**src/rtl/pps_pkg.sv**
```systemverilog
package pps_pkg;
  typedef enum logic [1:0] {
    ST_IDLE  = 2'd0,
    ST_DELAY = 2'd1,
    ST_ON    = 2'd2
  } seq_st_e;
endpackage

```
**src/rtl/pps_edge_det.sv**
```systemverilog
module pps_edge_det (
  input  logic clk,
  input  logic rst_n,
  input  logic sig_i,
  output logic fall_o
);
  logic prev_q;

  // Reset to low so a level that is already low at reset is not an edge.
  always_ff @(posedge clk or negedge rst_n) begin
    if (!rst_n) prev_q <= 1'b0;
    else        prev_q <= sig_i;
  end

  assign fall_o = prev_q & ~sig_i;
endmodule

```
**src/rtl/pps_delay_ctr.sv**
```systemverilog
module pps_delay_ctr #(
  parameter int W = 16
) (
  input  logic         clk,
  input  logic         rst_n,
  input  logic         load_i,
  input  logic         dec_i,
  input  logic [W-1:0] val_i,
  output logic         zero_o
);
  logic [W-1:0] cnt_q;

  always_ff @(posedge clk or negedge rst_n) begin
    if (!rst_n)                     cnt_q <= '0;
    else if (load_i)                cnt_q <= val_i;
    else if (dec_i && cnt_q != '0)  cnt_q <= cnt_q - 1'b1;
  end

  assign zero_o = (cnt_q == '0);
endmodule

```
**src/rtl/pps_period_ctr.sv**
```systemverilog
module pps_period_ctr #(
  parameter int W = 16
) (
  input  logic         clk,
  input  logic         rst_n,
  input  logic         clr_i,
  input  logic         adv_i,
  input  logic [W-1:0] len_i,
  input  logic [W-1:0] win_i,
  output logic         first_o,
  output logic         last_o,
  output logic         in_win_o
);
  logic [W-1:0] pos_q;
  logic [W-1:0] len_eff;
  logic [W-1:0] win_eff;

  always_comb begin
    len_eff = (len_i == '0) ? {{(W-1){1'b0}}, 1'b1} : len_i;
    win_eff = (win_i > len_eff) ? len_eff : win_i;
  end

  always_ff @(posedge clk or negedge rst_n) begin
    if (!rst_n)      pos_q <= '0;
    else if (clr_i)  pos_q <= '0;
    else if (adv_i)  pos_q <= last_o ? '0 : pos_q + 1'b1;
  end

  assign first_o  = (pos_q == '0);
  assign last_o   = (pos_q == len_eff - 1'b1);
  assign in_win_o = (pos_q < win_eff);
endmodule

```
**src/rtl/pps_repeat_ctr.sv**
```systemverilog
module pps_repeat_ctr #(
  parameter int W = 8
) (
  input  logic         clk,
  input  logic         rst_n,
  input  logic         clr_i,
  input  logic         inc_i,
  input  logic [W-1:0] target_i,
  output logic         last_o
);
  logic [W-1:0] cnt_q;
  logic [W-1:0] tgt_eff;

  assign tgt_eff = (target_i == '0) ? {{(W-1){1'b0}}, 1'b1} : target_i;

  always_ff @(posedge clk or negedge rst_n) begin
    if (!rst_n)      cnt_q <= '0;
    else if (clr_i)  cnt_q <= '0;
    else if (inc_i)  cnt_q <= cnt_q + 1'b1;
  end

  assign last_o = (cnt_q == tgt_eff - 1'b1);
endmodule

```
**src/rtl/pps_seq.sv**
```systemverilog
module pps_seq #(
  parameter int CNT_W = 16,
  parameter int RPT_W = 8
) (
  input  logic             clk,
  input  logic             rst_n,
  input  logic             run_i,
  input  logic             trig_i,
  input  logic             cont_mode_i,
  input  logic             rep_forever_i,
  input  logic [RPT_W-1:0] rep_count_i,
  input  logic [CNT_W-1:0] delay_i,
  input  logic [CNT_W-1:0] period_i,
  input  logic [CNT_W-1:0] win_i,
  output logic             out_en_o,
  output logic             period_start_o,
  output logic             busy_o
);
  import pps_pkg::*;

  typedef struct packed {
    logic             cont;
    logic             endless;
    logic [RPT_W-1:0] reps;
    logic [CNT_W-1:0] period;
    logic [CNT_W-1:0] win;
  } cfg_t;

  seq_st_e st_q, st_d;
  cfg_t    cfg_q;
  logic    trig_fall, start, dly_zero, abort_dly, enter_on;
  logic    st_on, pos_first, pos_last, in_win, rep_last;
  logic    stop_req, stop_pend_q, stop_now, period_done, finish;
  logic    cfg_cont;

  pps_edge_det u_edge (
    .clk(clk), .rst_n(rst_n), .sig_i(trig_i), .fall_o(trig_fall)
  );

  assign st_on     = (st_q == ST_ON);
  assign start     = (st_q == ST_IDLE) && trig_fall && run_i;
  assign stop_req  = trig_i || !run_i;
  assign abort_dly = (st_q == ST_DELAY) && stop_req;
  assign enter_on  = (st_q == ST_DELAY) && !stop_req && dly_zero;

  pps_delay_ctr #(.W(CNT_W)) u_dly (
    .clk(clk), .rst_n(rst_n), .load_i(start),
    .dec_i(st_q == ST_DELAY), .val_i(delay_i), .zero_o(dly_zero)
  );

  pps_period_ctr #(.W(CNT_W)) u_per (
    .clk(clk), .rst_n(rst_n), .clr_i(!st_on), .adv_i(st_on),
    .len_i(cfg_q.period), .win_i(cfg_q.win),
    .first_o(pos_first), .last_o(pos_last), .in_win_o(in_win)
  );

  assign stop_now    = stop_pend_q || stop_req;
  assign period_done = st_on && pos_last;
  assign finish      = period_done && (stop_now || (!cfg_q.endless && rep_last));

  pps_repeat_ctr #(.W(RPT_W)) u_rep (
    .clk(clk), .rst_n(rst_n), .clr_i(!st_on),
    .inc_i(period_done && !finish), .target_i(cfg_q.reps), .last_o(rep_last)
  );

  always_comb begin
    st_d = st_q;
    unique case (st_q)
      ST_IDLE:  if (start) st_d = ST_DELAY;
      ST_DELAY: begin
        if (abort_dly)     st_d = ST_IDLE;
        else if (enter_on) st_d = ST_ON;
      end
      ST_ON:    if (finish) st_d = ST_IDLE;
      default:  st_d = ST_IDLE;
    endcase
  end

  always_ff @(posedge clk or negedge rst_n) begin
    if (!rst_n) begin
      st_q        <= ST_IDLE;
      cfg_q       <= '0;
      stop_pend_q <= 1'b0;
    end else begin
      st_q <= st_d;
      if (start) begin
        cfg_q.cont    <= cont_mode_i;
        cfg_q.endless <= rep_forever_i;
        cfg_q.reps    <= rep_count_i;
        cfg_q.period  <= period_i;
        cfg_q.win     <= win_i;
      end
      if (!st_on)        stop_pend_q <= 1'b0;
      else if (stop_req) stop_pend_q <= 1'b1;
    end
  end

  assign cfg_cont       = cfg_q.cont;
  assign out_en_o       = st_on && (cfg_q.cont || in_win);
  assign period_start_o = st_on && pos_first;
  assign busy_o         = (st_q != ST_IDLE);
endmodule

```
**config.mk**
```make
export PLATFORM = sky130hd
export DESIGN_NAME = pps_seq
export DESIGN_NICKNAME = d
export VERILOG_FILES = /design/src/rtl/pps_pkg.sv /design/src/rtl/pps_edge_det.sv /design/src/rtl/pps_delay_ctr.sv /design/src/rtl/pps_period_ctr.sv /design/src/rtl/pps_repeat_ctr.sv /design/src/rtl/pps_seq.sv
export SDC_FILE = /design/constraint.sdc
export NUM_CORES = 1
export LEC_CHECK = 0
export ABC_AREA = 1
export BUFFER_PORTS_ARGS = -buffer_cell sky130_fd_sc_hd__buf_2
export CAP_MARGIN = 5
export CORE_MARGIN = 2
export CORE_UTILIZATION = 59
export CTS_CLUSTER_DIAMETER = 200
export DETAILED_ROUTE_END_ITERATION = 8
export PLACE_DENSITY_LB_ADDON = 0.3
export SYNTH_ARGS = -nofsm -noshare
export SYNTH_HDL_FRONTEND = slang
export SYNTH_SLANG_ARGS = --single-unit
```
**constraint.sdc**
```tcl
create_clock -name clk -period 3.7 [get_ports clk]
set_input_delay 0.37 -clock clk [delete_from_list [all_inputs] [get_ports clk]]
set_output_delay 0.37 -clock clk [all_outputs]
set_load 0.01 [all_outputs]
```
; ---- Yosys cells after proc, flatten, opt, wreduce, memory -nomap -nowiden
; Cells that the tools add are included.
[totals]
mem_count = 0
romBits = 0
latch_bits = 0
word_cells = 74
output_inout_bits = 3
ff_bits = 86
ram_bits = 0
[classes]
multipliers = 0
n_bitwise = 2
eq_ne = 9
n_reduce_logical = 29
magnitude_cmp = 2
mux = 16
add_sub_neg = 5
n_div = 0
n_shift = 0
[op_table]
columns = op, count
row1 = $mux 16, 6
row2 = $logic_not 16->1, 3
row3 = $sub 16x1->16 const B, 2
row4 = $mux 8, 3
row5 = $add 16x1->16 const B, 1
row6 = $eq 16x16->1, 1
row7 = $gt 16x16->1, 1
row8 = $lt 16x16->1, 1
row9 = $reduce_bool 16->1, 1
row10 = $logic_and 1x1->1, 12
row11 = $add 8x1->8 const B, 1
row12 = $eq 8x8->1, 1
row13 = $logic_not 8->1, 1
row14 = $mux 2, 4
row15 = $sub 8x1->8 const B, 1
row16 = $ne 2x1->1 const B, 3
row17 = $pmux 2 s3, 1
row18 = $logic_not 1->1, 4
row19 = $logic_or 1x1->1, 4
row20 = $reduce_bool 2->1, 2
row21 = $ne 3x3->1 const B, 1
row22 = $reduce_and 3->1, 1
row23 = $eq 2x1->1 const B, 1
row24 = $eq 2x2->1 const B, 1
row25 = other kinds (5), 6

; ---- Depth between registers and ports, before layout
[depth]
depth_word = 11
mapped_depth = 29
ltp_nobuf = 28

; ---- Hierarchy
; From an unflattened synthesis, not the netlist that was laid out.
[unflattened]
hier_cells = 937
hier_area_um2 = 6535.0
[by_module_without_submodules]
columns = module, n_inst, area_per_inst_um2, cells_per_inst
row1 = pps_period_ctr, 1, 2732.6, 439
row2 = pps_seq, 1, 1793.0, 209
row3 = pps_delay_ctr, 1, 1255.0, 183
row4 = pps_repeat_ctr, 1, 719.4, 103
row5 = pps_edge_det, 1, 35.0, 3

; ---- Least setup slack after synthesis
; OpenSTA, ideal clock, no wires.
[synth_path]
path_type = reg-to-output
from = register cfg_q[25] (netlist name)
to = output port out_en_o
path_slack_ns = 0.347
t_arrival_ns = 2.983
n_path_buf = 1
stages_incl_launch_ff = 27
cell_sequence = dfrtp_1 nor2_2 nand2_2 nor2_2 nand2_2 nand2_1 ha_1 inv_1 nand2_1 nand2_1 nand2_1 nand2_1 nand2_1 nand2_1 nand2_1 nand2_1 nand2_1 clkbuf_1 nor2_1 a21oi_1 ha_1 a21oi_1 nor2_1 a211oi_1 o221a_2 nand2_1 a21oi_1
[synth_via]
elab_chain_len = 7
[synth_rtl]
columns = item, line_no
row1 = "start, declared", pps_seq.sv:30  ; cfg_t cfg_q;
row2 = $logic_not 16->1, pps_period_ctr.sv:19  ; len_eff = (len_i == '0) ? {{(W-1){1'b0}}, 1'b1} : len_i;
row3 = $mux 16 (*), pps_period_ctr.sv:19
row4 = $gt 16x16->1, pps_period_ctr.sv:20  ; win_eff = (win_i > len_eff) ? len_eff : win_i;
row5 = $mux 16 (*), pps_period_ctr.sv:20
row6 = $lt 16x16->1 (*), pps_period_ctr.sv:31  ; assign in_win_o = (pos_q < win_eff);
row7 = $logic_or 1x1->1 (*), pps_seq.sv:99  ; assign out_en_o = st_on && (cfg_q.cont || in_win);
row8 = $logic_and 1x1->1 (*), pps_seq.sv:99
row9 = "end, declared", pps_seq.sv:15  ; output logic out_en_o,
; Every way passes the cells marked *; elsewhere a longest branch is shown, timed or not.

; ---- Worst setup path after layout
[layout_path]
from = register cfg_q[24] (netlist name)
to = output port out_en_o
; Same word-level chain as after synthesis.

==> impl_metrics.json <==
{
  "global_route_total_overflow": 0,
  "synth_flop_cell": "dfrtp_1",
  "port-buffer-count": 64,
  "outcome": "finished with violations",
  "finalMaxSlewViolations": 0,
  "period_minus_slack_ns": 4.14,
  "synth_compound_gate_area_share_pct": 10.8,
  "final.setup_skew_ns": 0.0163,
  "globalRouteTotalUtil_pct": 30.0,
  "routed_via_density": 5.90,
  "dr.pass1.iters": 5,
  "pin_count": 65,
  "grt_setup_unrepaired": "true",
  "die-height_um": 103,
  "initialDrtViolationCount": 510,
  "antenna_violations_before_repair": 0,
  "synth_nets": 842,
  "synth_adder_area_share_pct": 8.07,
  "wl_per_cell_um": 17.1,
  "timing.max_cap.violations": 0,
  "placementRows": 35,
  "multi_input_area_um2": 3380,
  "muxShareOfSynthArea_pct": 0,
  "worst_skew_pair.late_latency_ns": 0.38,
  "path_common_cell": "nand2_1",
  "ctsLongestPathBuffers": 2,
  "worst_ep_arrival_time_ns": 3.77,
  "syn_area_um2": 5740,
  "clk_transition_reported_paths_ns": 0.09,
  "power.clock.fraction_pct": 10.4,
  "switch_pwr_mw": 2.95,
  "register_area_um2": 2150,
  "cp_slowest_stage_delay_ns": 0.41,
  "drive_gt1_share_pct": 25.5,
  "final_period_util_pct": 112,
  "timing.hold.worst.class": "in2reg",
  "total_number_of_vias": 5828,
  "detail_route.drc_violations": 0,
  "dp.cells": 930,
  "postCtsHoldBufs": 0,
  "clock_sink_count": 86,
  "ys_seq_area_share_pct": 37.5,
  "grt_pass1_vias": 5465,
  "post-dp-hpwl_um": 10400,
  "finalNetCount": 952,
  "largest_family_of_logic_cells_by_synthesized_area": "simple AND/OR/NAND/NOR gates",
  "synthSimpleGateAreaFrac_pct": 29.0,
  "critical_path_buf_inv_count": 4,
  "synth_cells": 743,
  "max_clock_freq_mhz": 241,
  "synthToLayoutAreaGrowth_pct": 21.4,
  "total_leakage_power_nw": 3.43,
  "vdd_drop_max_mv": 0.468,
  "grt_pass1_wl_um": 24700,
  "synth_seq_cells": 86,
  "maximum_number_of_pins_on_one_net_before_global_route_repair": 72,
  "yosys_warnings": 0,
  "crit_path_start_kind": "flop",
  "core-area_um2": 9330,
  "max-slew-margin-rel_pct": 37.9,
  "timing_worst_setup_path_type": "reg2out",
  "die_area_um2": 10500,
  "yosys.area_share.xor_xnor_pct": 7.87,
  "initial_utilization_pct": 61.5,
  "internal_power_mw": 3.24,
  "diodes_inserted": 0,
  "cts-buffers-inserted": 9,
  "critPathSlowestCell": "dfrtp_1",
  "share_of_flip_flops_with_an_asynchronous_set_or_reset_pct": 100,
  "final-instance-count-excl-fill": 987,
  "ant_nets": 0,
  "worst_ep_required_time_ns": 3.33,
  "horizontal_extent_of_the_die_um": 103,
  "powerDensity_nw_per_um2": 889,
  "timing.critical_path.max_delay_family": "simple AND/OR/NAND/NOR gates",
  "final-hold-violation-count": 0,
  "synth-edff-count": 0,
  "hold_ws_ns": 0.125,
  "failed_checks": "setup timing",
  "power.sequential.fraction_pct": 26.0,
  "synth.avg_cell_area_um2": 7.72,
  "yosysUniqueCellTypes": 49,
  "route.final.wire_length_um": 16900,
  "cts-htree-levels": 3,
  "netSwitchingFraction_pct": 47.6,
  "path_max_fanout": 7,
  "worst_slew_pin_slew_ns": 0.932,
  "cts_root_buffer": "clkbuf_8",
  "timing.final.ws_setup_ns": -0.441,
  "report.final.setup_viol": 1,
  "comb_power_share_pct": 63.7,
  "globalplace.congestion": 0.916,
  "clock_tree_from_tritoncts": "yes",
  "setup.worst_path.end_class": "output port",
  "fillCellCount": 672
}
## routing by layer
| layer | share of wire [%] | up-vias | global-route usage, % |
|---|---|---|---|
| li1 | - | 2638 | - |
| met3 | 8.5 | 93 | 7.25 |
| met4 | 4.7 | 0 | 9.74 |
| met2 | 48 | 330 | 51.5 |
| met1 | 38 | 2767 | 37.2 |
| met5 | 0 | - | 0 |
## layout by cell type, fill, tap and decap left out, types with 2 or more instances in the layout
cell / synthesis / routed
a21oi_1: 38 / 29
o21ai_1: 2 / 2
ha_4: 0 / 4
nand2_4: 1 / 3
xor2_1: 38 / 38
nand3b_1: 2 / 2
nand2_1: 177 / 170
inv_6: 0 / 2
nor4_1: 3 / 3
xnor2_1: 11 / 11
clkinvlp_4: 0 / 2
dfrtp_1: 86 / 85
o21a_1: 2 / 2
a21oi_2: 1 / 10
nor2_2: 18 / 20
nor2_4: 3 / 8
nor2_1: 74 / 67
inv_2: 4 / 9
or2_2: 2 / 2
nand4_1: 16 / 16
nor3_1: 13 / 12
clkinv_4: 0 / 2
o21ai_0: 45 / 45
nor3_2: 3 / 4
a31oi_1: 3 / 3
o211ai_1: 3 / 3
ha_1: 37 / 33
nand3_2: 1 / 4
buf_6: 1 / 4
inv_1: 76 / 70
nand2_2: 6 / 11
clkbuf_8: 0 / 10
buf_2: 2 / 63
buf_4: 0 / 50
nor3b_1: 2 / 2
nand3_1: 38 / 35
## state kept, by name, indices dropped and copies added (netlist names)
register / count
cfg_q: 41
u_dly.cnt_q: 16
u_per.pos_q: 16
u_rep.cnt_q: 8
st_q: 2
cfg_cont: 1
stop_pend_q: 1
u_edge.prev_q: 1
## final cells by class
class / instances / area share (%)
clock buffers: 11 / 2.03
well taps: 129 / 2.32
multi-input cells: 557 / 48.5
flip-flops and latches: 86 / 30.9
clock inverters: 5 / 0.611
repair buffers: 119 / 11.2
inverters: 80 / 4.37
## synth_stat cells (all sizes together), types with 11 or more instances
| cell | count | area share (%) |
|---|---|---|
| nor3 | 16 | 1.7 |
| nor2 | 96 | 7.7 |
| nand2 | 184 | 12 |
| xor2 | 38 | 5.8 |
| inv | 80 | 5.2 |
| clkbuf | 12 | 0.79 |
| xnor2 | 11 | 1.7 |
| nand3 | 40 | 3.8 |
| o21ai | 48 | 4.4 |
| ha | 37 | 8.1 |
| nand4 | 17 | 2.1 |
| a21oi | 39 | 3.5 |
| dfrtp | 86 | 38 |
## kinds of logic after synthesis
family / count (synthesis)
AO/OA/AOI/OAI: 107
XOR/XNOR: 50
adder cells (fa/ha/maj): 37
buffers and inverters: 100
flip-flops: 86
AND/OR/NAND/NOR: 363
## stage by stage
step                      util (%)  total power, mW  TNS [ns]  worst slack, ns  cell area, µm²
after floorplan                  -             3.52         0            0.347            5740
after global placement        67.0             4.13         0            0.140            6250
after detailed placement      67.0             4.27         0          0.00329            6250
after CTS                     72.1             5.44    -0.196           -0.196            6730
after global routing          74.7             6.56    -0.748           -0.633            6960
final                         74.7             6.19    -0.441           -0.441            6960
## path summary, 6_finish.rpt
path	start	to	slack, ns	depth (start not counted)
max	cfg_q[24]$_DFFE_PN0P_	out_en_o	-0.44	27
min	trig_i	u_edge.prev_q$_DFF_PN0_	0.12	1
max reg2reg	cfg_q[29]$_DFFE_PN0P_	u_per.pos_q[4]$_DFF_PN0_	0.12	18
min reg2reg	u_per.pos_q[0]$_DFF_PN0_	u_per.pos_q[0]$_DFF_PN0_	0.50	1
max in group asynchronous	rst_n	cfg_q[7]$_DFFE_PN0P_	2.79	2
min in group asynchronous	rst_n	cfg_q[29]$_DFFE_PN0P_	0.13	1
## power groups by stage
stage | Clock, mW | Sequential, mW | Combinational (mW)
global placement | 0 | 1.57 | 2.56
global route | 0.689 | 1.64 | 4.24
finish | 0.643 | 1.61 | 3.94
floorplan | 0 | 1.51 | 2.01
CTS | 0.649 | 1.56 | 3.23
detailed placement | 0 | 1.59 | 2.68
## timing repair
action	in CTS	in global routing
pin swaps	20	28
endpoints found under the setup margin	1	1
gates resized for setup	20	32
setup buffers	26	15
cloned	1	0
No activity file was read; power rests on OpenSTA's default activity.
